<file path="src/rtl/spk_guard_pkg.sv">
package spk_guard_pkg;

    localparam int PAGE_W = 8;
    localparam int ADDR_W = 7;
    localparam int DATA_W = 8;

    typedef enum logic [1:0] {
        ST_OFF  = 2'd0,
        ST_RAMP = 2'd1,
        ST_ON   = 2'd2
    } stage_e;

    typedef struct packed {
        logic en;
        logic ramp;
        logic ready;
    } stage_stat_t;

    localparam logic [PAGE_W-1:0] PG_CORE  = 8'd0;
    localparam logic [PAGE_W-1:0] PG_DRV   = 8'd1;
    localparam logic [ADDR_W-1:0] RA_SWRST = 7'd1;
    localparam logic [ADDR_W-1:0] RA_STAT  = 7'd3;
    localparam logic [ADDR_W-1:0] RA_HP    = 7'd31;
    localparam logic [ADDR_W-1:0] RA_SPK   = 7'd32;

    localparam int B_PWR    = 7;
    localparam int B_SWRST  = 0;
    localparam int B_OC     = 0;
    localparam int B_OT     = 1;
    localparam int B_WARN   = 2;
    localparam int B_HPRDY  = 3;
    localparam int B_SPKRDY = 4;

    localparam int N_STAGE = 2;
    localparam int IDX_HP  = 0;
    localparam int IDX_SPK = 1;

    function automatic logic reg_hit(
        input logic [PAGE_W-1:0] pg,
        input logic [ADDR_W-1:0] ra,
        input logic [PAGE_W-1:0] want_pg,
        input logic [ADDR_W-1:0] want_ra
    );
        return (pg == want_pg) && (ra == want_ra);
    endfunction

endpackage

</file>
<file path="src/rtl/sg_sync.sv">
module sg_sync #(
    parameter int W      = 2,
    parameter int STAGES = 2
) (
    input  logic         clk,
    input  logic         rst,
    input  logic [W-1:0] d,
    output logic [W-1:0] q
);
    logic [W-1:0] pipe [STAGES];

    always_ff @(posedge clk) begin
        if (rst) begin
            for (int i = 0; i < STAGES; i++) pipe[i] <= '0;
        end else begin
            pipe[0] <= d;
            for (int i = 1; i < STAGES; i++) pipe[i] <= pipe[i-1];
        end
    end

    assign q = pipe[STAGES-1];
endmodule

</file>
<file path="src/rtl/sg_ramp.sv">
module sg_ramp
    import spk_guard_pkg::*;
#(
    parameter int RAMP_LEN = 256
) (
    input  logic        clk,
    input  logic        clr,
    input  logic        req,
    output stage_stat_t stat
);
    localparam int CW = (RAMP_LEN > 2) ? $clog2(RAMP_LEN) : 1;
    localparam logic [CW-1:0] LAST = CW'(RAMP_LEN - 1);

    stage_e        st;
    logic [CW-1:0] cnt;

    always_ff @(posedge clk) begin
        if (clr || !req) begin
            st  <= ST_OFF;
            cnt <= '0;
        end else begin
            case (st)
                ST_OFF: begin
                    st  <= ST_RAMP;
                    cnt <= '0;
                end
                ST_RAMP: begin
                    if (cnt == LAST) st <= ST_ON;
                    else             cnt <= cnt + 1'b1;
                end
                default: st <= st;
            endcase
        end
    end

    always_comb begin
        stat.en    = (st != ST_OFF);
        stat.ramp  = (st == ST_RAMP);
        stat.ready = (st == ST_ON);
    end
endmodule

</file>
<file path="src/rtl/sg_ctrl.sv">
module sg_ctrl
    import spk_guard_pkg::*;
#(
    parameter int CNT_W   = 3,
    parameter int WARN_AT = 3
) (
    input  logic              clk,
    input  logic              rst,
    input  logic              wr_en,
    input  logic [PAGE_W-1:0] page,
    input  logic [ADDR_W-1:0] addr,
    input  logic [DATA_W-1:0] wdata,
    input  logic              oc_s,
    input  logic              ot_s,
    input  logic              hp_ready,
    input  logic              spk_ready,
    output logic              master,
    output logic              hp_pwr,
    output logic              spk_pwr,
    output logic              oc_latched,
    output logic              stage_clr,
    output logic              warn,
    output logic [DATA_W-1:0] rdata
);
    logic             sw_rst, wr_hp, wr_spk;
    logic [CNT_W-1:0] rst_cnt;
    wire              unused_wbits = ^wdata[6:1];

    assign sw_rst    = wr_en && reg_hit(page, addr, PG_CORE, RA_SWRST) && wdata[B_SWRST];
    assign master    = rst || sw_rst;
    assign wr_hp     = wr_en && reg_hit(page, addr, PG_DRV, RA_HP);
    assign wr_spk    = wr_en && reg_hit(page, addr, PG_DRV, RA_SPK);
    assign stage_clr = wr_spk && wdata[B_PWR] && oc_latched;

    always_ff @(posedge clk) begin
        if (master) begin
            hp_pwr     <= 1'b0;
            spk_pwr    <= 1'b0;
            oc_latched <= 1'b0;
            rst_cnt    <= '0;
        end else begin
            if (wr_hp)  hp_pwr  <= wdata[B_PWR];
            if (wr_spk) spk_pwr <= wdata[B_PWR];
            if (oc_s)           oc_latched <= 1'b1;
            else if (stage_clr) oc_latched <= 1'b0;
            if (stage_clr && (rst_cnt != '1)) rst_cnt <= rst_cnt + 1'b1;
        end
    end

    assign warn = (rst_cnt > CNT_W'(WARN_AT));

    always_comb begin
        rdata = '0;
        if (reg_hit(page, addr, PG_CORE, RA_STAT)) begin
            rdata[B_OC]     = oc_latched;
            rdata[B_OT]     = ot_s;
            rdata[B_WARN]   = warn;
            rdata[B_HPRDY]  = hp_ready;
            rdata[B_SPKRDY] = spk_ready;
        end else if (reg_hit(page, addr, PG_DRV, RA_HP)) begin
            rdata[B_PWR] = hp_pwr;
        end else if (reg_hit(page, addr, PG_DRV, RA_SPK)) begin
            rdata[B_PWR] = spk_pwr;
        end
    end
endmodule

</file>
<file path="src/rtl/spk_guard.sv">
module spk_guard
    import spk_guard_pkg::*;
#(
    parameter int RAMP_LEN = 256,
    parameter int CNT_W    = 3,
    parameter int WARN_AT  = 3
) (
    input  logic       clk,
    input  logic       rst,
    input  logic       wr_en,
    input  logic [7:0] page,
    input  logic [6:0] addr,
    input  logic [7:0] wdata,
    output logic [7:0] rdata,
    input  logic       oc_in,
    input  logic       ot_in,
    output logic       hp_en,
    output logic       hp_ramp,
    output logic       hp_ready,
    output logic       spk_en,
    output logic       spk_ramp,
    output logic       spk_ready,
    output logic       spk_sw_en
);
    logic [1:0]  flt_s;
    logic        oc_s, ot_s;
    logic        master, hp_pwr, spk_pwr, oc_latched, stage_clr, warn;
    logic [N_STAGE-1:0] req;
    stage_stat_t stat [N_STAGE];

    sg_sync #(.W(2), .STAGES(2)) u_sync (
        .clk (clk),
        .rst (rst),
        .d   ({ot_in, oc_in}),
        .q   (flt_s)
    );
    assign oc_s = flt_s[0];
    assign ot_s = flt_s[1];

    sg_ctrl #(.CNT_W(CNT_W), .WARN_AT(WARN_AT)) u_ctrl (
        .clk        (clk),
        .rst        (rst),
        .wr_en      (wr_en),
        .page       (page),
        .addr       (addr),
        .wdata      (wdata),
        .oc_s       (oc_s),
        .ot_s       (ot_s),
        .hp_ready   (stat[IDX_HP].ready),
        .spk_ready  (stat[IDX_SPK].ready),
        .master     (master),
        .hp_pwr     (hp_pwr),
        .spk_pwr    (spk_pwr),
        .oc_latched (oc_latched),
        .stage_clr  (stage_clr),
        .warn       (warn),
        .rdata      (rdata)
    );

    assign req[IDX_HP]  = hp_pwr;
    assign req[IDX_SPK] = spk_pwr && !oc_latched;

    for (genvar g = 0; g < N_STAGE; g++) begin : g_stage
        sg_ramp #(.RAMP_LEN(RAMP_LEN)) u_ramp (
            .clk  (clk),
            .clr  (master),
            .req  (req[g]),
            .stat (stat[g])
        );
    end

    assign hp_en     = stat[IDX_HP].en;
    assign hp_ramp   = stat[IDX_HP].ramp;
    assign hp_ready  = stat[IDX_HP].ready;
    assign spk_en    = stat[IDX_SPK].en;
    assign spk_ramp  = stat[IDX_SPK].ramp;
    assign spk_ready = stat[IDX_SPK].ready;
    assign spk_sw_en = stat[IDX_SPK].en && !ot_s;
endmodule

</file>
<file path="config.mk">
export PLATFORM = sky130hd
export DESIGN_NAME = spk_guard
export DESIGN_NICKNAME = d
export VERILOG_FILES = /design/src/rtl/spk_guard_pkg.sv /design/src/rtl/sg_sync.sv /design/src/rtl/sg_ramp.sv /design/src/rtl/sg_ctrl.sv /design/src/rtl/spk_guard.sv
export SDC_FILE = /design/constraint.sdc
export NUM_CORES = 1
export LEC_CHECK = 0
export ABC_CLOCK_PERIOD_IN_PS = 2900
export BUFFER_PORTS_ARGS = -buffer_cell sky130_fd_sc_hd__buf_2
export CORE_ASPECT_RATIO = 1.25
export CORE_MARGIN = 4
export CORE_UTILIZATION = 52
export DETAILED_ROUTE_END_ITERATION = 16
export GPL_TIMING_DRIVEN = 0
export PLACE_DENSITY = 0.85
export SLEW_MARGIN = 20
export SYNTH_ARGS = -nofsm -noshare
export SYNTH_HDL_FRONTEND = slang
export SYNTH_SLANG_ARGS = --single-unit
</file>
<file path="constraint.sdc">
create_clock -name clk -period 2.9 [get_ports clk]
set_input_delay 0.435 -clock clk [delete_from_list [all_inputs] [get_ports clk]]
set_output_delay 0.435 -clock clk [all_outputs]
set_load 0.05 [all_outputs]
</file>
---- After elaboration in Yosys (flattened, before gate mapping) ----
Memory sizes are Yosys's and may differ from the RTL's.
Index checks and enable logic that the tools add are counted.
word-level totals
  bits in registers ....................... 26
  memory bits (writable) .................. 4
  input bits .............................. 28
  logic and storage cells ................. 82
  memories ................................ 1
memories
  name         depth  width  rd ports  clocked after memory_dff  write ports  line           RTL
  u_sync.pipe  2      2      2         0                         2            sg_sync.sv:10  logic [W-1:0] pipe [STAGES];
cells by class
  $add $sub $neg .......................... 3
  magnitude comparators ................... 1
  equality and inequality tests ........... 16
  multiplexer cells ....................... 19
  bitwise logic cells ..................... 2
  reductions and logical operators ........ 32
operators with widths
  kind                   count
  $pmux W8 S2            2
  $add A8 B1 Y8 const B  2
  $eq A8 B8 Y1 const B   2
  $mux W8                2
  $logic_and A1 B1 Y1    13
  $reduce_bool A2 Y1     5
  $eq A8 B1 Y1 const B   1
  $logic_not A8 Y1       1
  $mux W1                8
  $mux W2                4
  $pmux W2 S2            2
  $reduce_and A2 Y1      4
  $eq A7 B1 Y1 const B   1
  $eq A7 B2 Y1 const B   1
  $eq A7 B5 Y1 const B   1
  $eq A7 B6 Y1 const B   1
  $mux W5                1
  $eq A2 B1 Y1 const B   2
  $eq A2 B2 Y1 const B   2
  $logic_not A1 Y1       4
  $logic_not A2 Y1       2
  $ne A2 B1 Y1 const B   2
  $ne A2 B2 Y1 const B   2
  $add A3 B1 Y3 const B  1
  4 further kinds        7

---- Logic depth before layout (Yosys ltp) ----
Gate-level depths: netlist of the first run.
  depth in word-level cells ............... 7
  gate-level depth with buffers ........... 6
  mapped depth without buffers ............ 5

---- By module ----
Synthesis of the first run repeated with hierarchy kept, for this count alone.
unflattened totals
  cell total of the unflattened synthesis .. 214
  area total of the unflattened synthesis .. 1896.8 µm²
by module, submodules not included
  module     instances  cells an instance  area an instance (µm²)
  sg_ramp    2          68                 600.6
  sg_ctrl    1          66                 548.0
  sg_sync    1          10                 120.1
  spk_guard  1          2                  27.5

---- Worst setup path before layout of the first run ----
No wires, ideal clock.
  path type ............................... input-to-output
  start ................................... input page[5]
  end ..................................... output rdata[2]
  arrival time ............................ 2.889 ns
  data required time ...................... 2.465 ns
  path slack .............................. -0.424 ns
  stages .................................. 4
  path through ............................ or4_4 > or4_4 > or2_1 > nor3_1
on the way
  longest elaborated chain between the ends .. 3
RTL lines
  element              line                 RTL
  start: declaration   spk_guard.sv:11      input logic [7:0] page,
  $logic_not A8 Y1     spk_guard_pkg.sv:44  return (pg == want_pg) && (ra == want_ra);
  $logic_and A1 B1 Y1  spk_guard_pkg.sv:44
  $mux W5              sg_ctrl.sv:54        if (reg_hit(page, addr, PG_CORE, RA_STAT)) begin
  end: declaration     spk_guard.sv:14      output logic [7:0] rdata,
Every way passes these cells.

---- Final worst setup path of the first run ----
  start ................................... input page[5]
  end ..................................... output rdata[4]
Same word-level chain as after synthesis.

==> results of run 1 <==
==> timing repair <==
action | CTS | global route
setup buffers | 0 | 0
endpoints found under the setup margin | 0 | 3
gates resized for setup | 0 | 2
==> final timing paths <==
path	from	to	slack, ps
hold reg to reg	u_sync.pipe[0][2]$_SDFF_PP0_	u_ctrl.oc_latched$_SDFFE_PP0P_	460
setup / recovery	page[5]	rdata[4]	120
setup reg to reg	u_ctrl.rst_cnt[0]$_SDFFE_PP0P_	u_ctrl.rst_cnt[0]$_SDFFE_PP0P_	1180
hold / removal	ot_in	u_sync.pipe[0][1]$_SDFF_PP0_	310
==> final cells by class <==
cell class	count	area (µm²)
plain buffers	8	38.8
clock buffers	7	45.0
fillers	273	1080
inverters	16	60.1
multi-input cells	147	931
flip-flops and latches	30	601
well taps	36	45.0
repair buffers	34	173
==> layer usage <==
metal / part of all wire / vias to the layer above / track usage
met5: 0 / - / 0
met4: 0.017 / 0 / 0.0825
li1: - / 827 / -
met2: 0.51 / 40 / 0.319
met3: 0.040 / 7 / 0.0388
met1: 0.43 / 742 / 0.238
==> synth_stat cells, drive strengths merged, types with 2 or more instances <==
cell type and n:
a211oi 4, a21oi 15, a31o 2, a31oi 5
a41oi 2, and3 5, buf 3, clkbuf 5
dfxtp 30, ha 5, inv 16, nand2 11
nand3 9, nand3b 4, nand4 6, nor2 17
nor2b 6, nor3 11, o211a 2, o211ai 3
o21ai 9, o41ai 2, or2 2, or3 4
or4 7
==> cell families after synthesis <==
logic type / after synthesis / synth area share
AND/OR/NAND/NOR: 88 / 0.307
AO/OA/AOI/OAI: 51 / 0.214
flip-flops: 30 / 0.371
buffers and inverters: 24 / 0.0610
adder cells (fa/ha/maj): 5 / 0.0386
multiplexers: 1 / 0.00618
other: 1 / 0.00232
==> worst max-delay path: cells and delay by family <==
family / cells / cell delay [ps]
buf+inv: 2 / 390
simple gates: 4 / 1520
==> where the power goes <==
part	internal, W	switching [W]	leakage, nW
clock	0.0000912	0.000135	0.0254
combinational	0.0000180	0.0000202	0.444
sequential	0.000415	0.00000102	0.243
==> through the flow <==
stage,total power (W),worst slack (ps),hold WS (ps)
2_1_floorplan,0.000444,-394,411
3_3_place_gp,0.000463,37.0,422
3_5_place_dp,0.000464,31.5,450
4_1_cts,0.000687,24.9,310
5_1_grt,0.000711,59.5,334
6_report,0.000681,118,310
==> state kept, by name (all words and copies together), names as in the netlist <==
name                flops
g_stage.u_ramp.st       4
u_ctrl.rst_cnt          3
g_stage.u_ramp.cnt     16
u_ctrl.spk_pwr          1
u_ctrl.hp_pwr           1
u_ctrl.oc_latched       1
u_sync.pipe             4
==> key figures, run 1 <==
Power
  – Peak supply drop: between 0.2 and 0.3 mV
  – Leak: slightly above 0.7 nW
  – PwrDens: 360 nW/µm²

Route
  – Vias post-DR: ~1,600
  – Residual DRC: 0
  – Post-DRT Antenna Nets: 0
  – 1st-iter DRT viols: 90
  – WL/cell: 13.0 µm
  – TritonRoute pass-1 iters: 4
  – Drt total wl: around 3.6 mm
  – Average via count per standard cell: 5.81

Layout
  – Design Area, Final: 1890 µm²
  – Commonest non-fill, non-tap cell in the layout: buf_2
  – Area Overhead vs Synth: 16.9%
  – Finished Layout Cells: between 200 and 300
  – Layout cells sized above 1: 0.219
  – Final Util: 0.637
  – ANT cells: 0
  – Final #Nets: ~280
  – Commonest cells after routing, fill and taps aside: 34 x buf_2, 30 x dfxtp_1, 17 x nor2_1

Place
  – Hpwl dp: roughly 2.7 mm
  – Port buffer count: 34
  – Dpl cell area: about 1800 µm²
  – Placed cells: approximately 270
  – Gpl congestion: roughly 0.9

Clock network
  – Worst-path clk slew: about 80 ps
  – CTS tree: built
  – Max H-tree Level: 2
  – Post-CTS Hold Buffers: 0
  – Worst-Skew Late Latency: about 330 ps
  – Worst-case clock buffer depth: 2
  – CTS root buffer: clkbuf_4
  – TritonCTS Buffers: 5
  – CTS Sinks: 30

Worst setup path
  – CP max stage cell: or4_4
  – Setup crit end kind: output port
  – Worst-case reg-to-reg path depth: 5
  – Worst-path fanout max: 5
  – Worst Setup Start Kind: primary input
  – Slowest stage delay, CP: 570 ps
  – CP Class: primary input to output port
  – CP Data Arrival Time: around 2400 ps
  – Crit-path cells: buf_2, or4_4, or4_4, or2_4, nor3_1, buf_2
  – CP Data Required Time: approximately 2500 ps

Yosys
  – Sequential area share after synthesis: 0.371
  – Ranking of synthesized cells by area: dfxtp_1 37%, a21oi_1 4.6%, nor2_1 3.9%, ha_1 3.9%, inv_1 3.7%
  – Async SR Flop Fraction: 0
  – #FFs+latches synth: 30
  – Cells after synthesis: 200
  – EDFF count, synth: 0
  – Cell Area, Synth: around 1600 µm²
  – Most common flop cell mapped by yosys: dfxtp_1
  – Synth warn: 0
  – Distinct cells, synth: 45
  – Cell taking the most area after synthesis: dfxtp_1
  – Yosys top cell area share: 0.371
  – Syn_area_per_cell: roughly 8.1 µm²

Floorplanning
  – Cell Rows: 22
  – Die height: roughly 70 µm
  – Core area: 2970 µm²
  – Die Span X: just under 60 µm
  – Full die area: about 4000 µm²
  – Starting Density: 0.545
  – I/O Pins: 43

Global route
  – Largest net degree at the start of global routing: 11
  – Total track usage: 0.193
  – Vias in the first global route: ~1,500
  – Global route total overflow: 0
  – Initial antenna violation count: 0
  – First-pass GRT wire length: 6.29 mm

STA
  – RSZ-0062 raised after global routing: no
  – Endpoints failing setup: 0
  – Clock skew: ~9.6 ps
  – Final Hold Fails: 0
  – Achievable frequency: 359 MHz
  – Setup TNS: 0 ps
  – Tmin final: roughly 2800 ps
  – Slew Limit Fails: 0
  – Tcrit/Tclk final: 0.959

Outcome
  – Run status: completed

Flow run
  – Total of max-cap violations: 0

Min path
  – Hold Path Class: primary input to flip-flop
  – Worst hold stages: 2
Power figures use the tool's default switching activity.
==> run 2: changes to the inputs <==
CORE_UTILIZATION = 35   (was 52)
PLACE_DENSITY = 0.63   (was 0.85)
SETUP_SLACK_MARGIN = 0.3   (was default)
TNS_END_PERCENT = 50   (was default)
==> run 2 against run 1 <==
Design area rose by 8.5%. Sequential power barely moved. Power rose by 27%. Largest cell class unchanged.
==> key figures, run 2 (synthesis results as in run 1) <==
Clock network
  – Worst-path clk slew: ~60 ps
  – Max H-tree Level: 2
  – Worst-Skew Late Latency: 290 ps
  – TritonCTS Buffers: 5
  – CTS root buffer: clkbuf_8
  – CTS tree: built
  – CTS Sinks: 30
  – Post-CTS Hold Buffers: 0
  – Worst-case clock buffer depth: 2

Power
  – PwrDens: 423 nW/µm²
  – Peak supply drop: about 0.32 mV
  – Leak: approximately 0.75 nW

Route
  – Residual DRC: 0
  – Vias post-DR: approximately 1,600
  – Post-DRT Antenna Nets: 0
  – Average via count per standard cell: roughly 5.4
  – Drt total wl: between 3 and 4 mm
  – TritonRoute pass-1 iters: 6
  – WL/cell: 12.9 µm
  – 1st-iter DRT viols: 64

Place
  – Worst slack, placed: between 40 and 50 ps
  – Port buffer count: 34
  – Dpl cell area: 1910 µm²
  – Hpwl dp: between 2 and 3 mm
  – Placed cells: between 200 and 300
  – Gpl congestion: just under 0.8

Layout
  – Final #Nets: between 200 and 300
  – Design Area, Final: roughly 2000 µm²
  – Layout cells sized above 1: 0.250
  – Max reg flops: 16
  – ANT cells: 0
  – Commonest non-fill, non-tap cell in the layout: dfxtp_1
  – Biggest regs: g_stage.u_ramp.cnt x16, g_stage.u_ramp.st x4, u_sync.pipe x4
  – Finished Layout Cells: ~300
  – Commonest cells after routing, fill and taps aside: 30 x dfxtp_1, 29 x buf_2, 16 x inv_1
  – Area Overhead vs Synth: 26.8%
  – Most flop-heavy register: g_stage.u_ramp.cnt
  – Final Util: 0.464

Worst setup path
  – Worst Setup Start Kind: primary input
  – CP Data Required Time: about 2500 ps
  – CP Class: primary input to output port
  – CP Data Arrival Time: between 2000 and 2500 ps
  – Worst-path fanout max: 5
  – Setup crit end kind: output port

Global route
  – Vias in the first global route: between 1,500 and 2,000
  – Largest net degree at the start of global routing: 11
  – Global route total overflow: 0
  – First-pass GRT wire length: approximately 6.6 mm
  – Initial antenna violation count: 0
  – Total track usage: 0.147

STA
  – Achievable frequency: ~380 MHz
  – Tmin final: 2660 ps
  – Worst slew pin tran: 523 ps
  – Setup TNS: 0 ps
  – Endpoints failing setup: 0
  – Slew Limit Fails: 0
  – RSZ-0062 raised after global routing: yes
  – Final Hold Fails: 0
  – Final worst slack: about 240 ps
  – Clock skew: slightly above 6 ps
  – Slew margin rel.: 0.652
  – Tcrit/Tclk final: 0.916

Floorplanning
  – Die height: 84.0 µm
  – Starting Density: 0.366
  – Full die area: between 5000 and 6000 µm²
  – I/O Pins: 43
  – Die Span X: approximately 70 µm
  – Cell Rows: 27
  – Core area: ~4400 µm²

Min path
  – Hold Path Class: primary input to flip-flop

Flow run
  – Total of max-cap violations: 0

Outcome
  – Run status: completed
-- run 2: metal layers --
| layer | GRT usage | share of wire |
|---|---|---|
| met5 | 0 | 0 |
| met4 | 0.0567 | 0.024 |
| met1 | 0.169 | 0.42 |
| met2 | 0.248 | 0.51 |
| met3 | 0.0431 | 0.046 |
-- run 2: final cells by class --
class	count	area, µm²
plain buffers	8	38.8
clock buffers	5	68.8
clock inverters	3	40.0
fillers	477	2370
inverters	16	60.1
multi-input cells	147	965
flip-flops and latches	30	601
well taps	58	72.6
repair buffers	35	208
-- run 2: critical path: stages --
cell	delay [ps]
buf_6	90
or4_4	530
or4_4	530
or2_4	320
nor2_2	100
buf_4	210
-- run 2: timing repair --
| item | in CTS | in global routing |
|---|---|---|
| endpoints found under the setup margin | 5 | 5 |
| endpoints found under the hold margin | 0 | 0 |
| pin swaps | 3 | 1 |
| resized for setup | 9 | 0 |
| cloned | 0 | 0 |
| buffers inserted | 1 | 0 |
-- run 2: through the flow --
step | hold WS, ps | total power (W)
floorplan | 411 | 0.000444
global placement | 419 | 0.000464
detailed placement | 431 | 0.000465
CTS | 354 | 0.000877
global route | 376 | 0.000908
finish | 357 | 0.000868
-- run 2: final timing paths --
kind                                                             from                                     to  slack (ps)  depth (start not counted)
worst max-delay path                                          addr[3]                               rdata[0]         240                          6
worst min-delay path                                            oc_in           u_sync.pipe[0][0]$_SDFF_PP0_         360                          2
worst max register to register  g_stage[1].u_ramp.cnt[0]$_SDFFE_PP0P_  g_stage[1].u_ramp.cnt[3]$_SDFFE_PP0P_        1150                          5
worst min register to register           u_sync.pipe[0][2]$_SDFF_PP0_         u_ctrl.oc_latched$_SDFFE_PP0P_         430                          2
-- run 2: report_power, final --
part / internal [W] / switching (W)
registers: 0.000415 / 0.000000996
clock network: 0.000252 / 0.000158
logic: 0.0000189 / 0.0000222
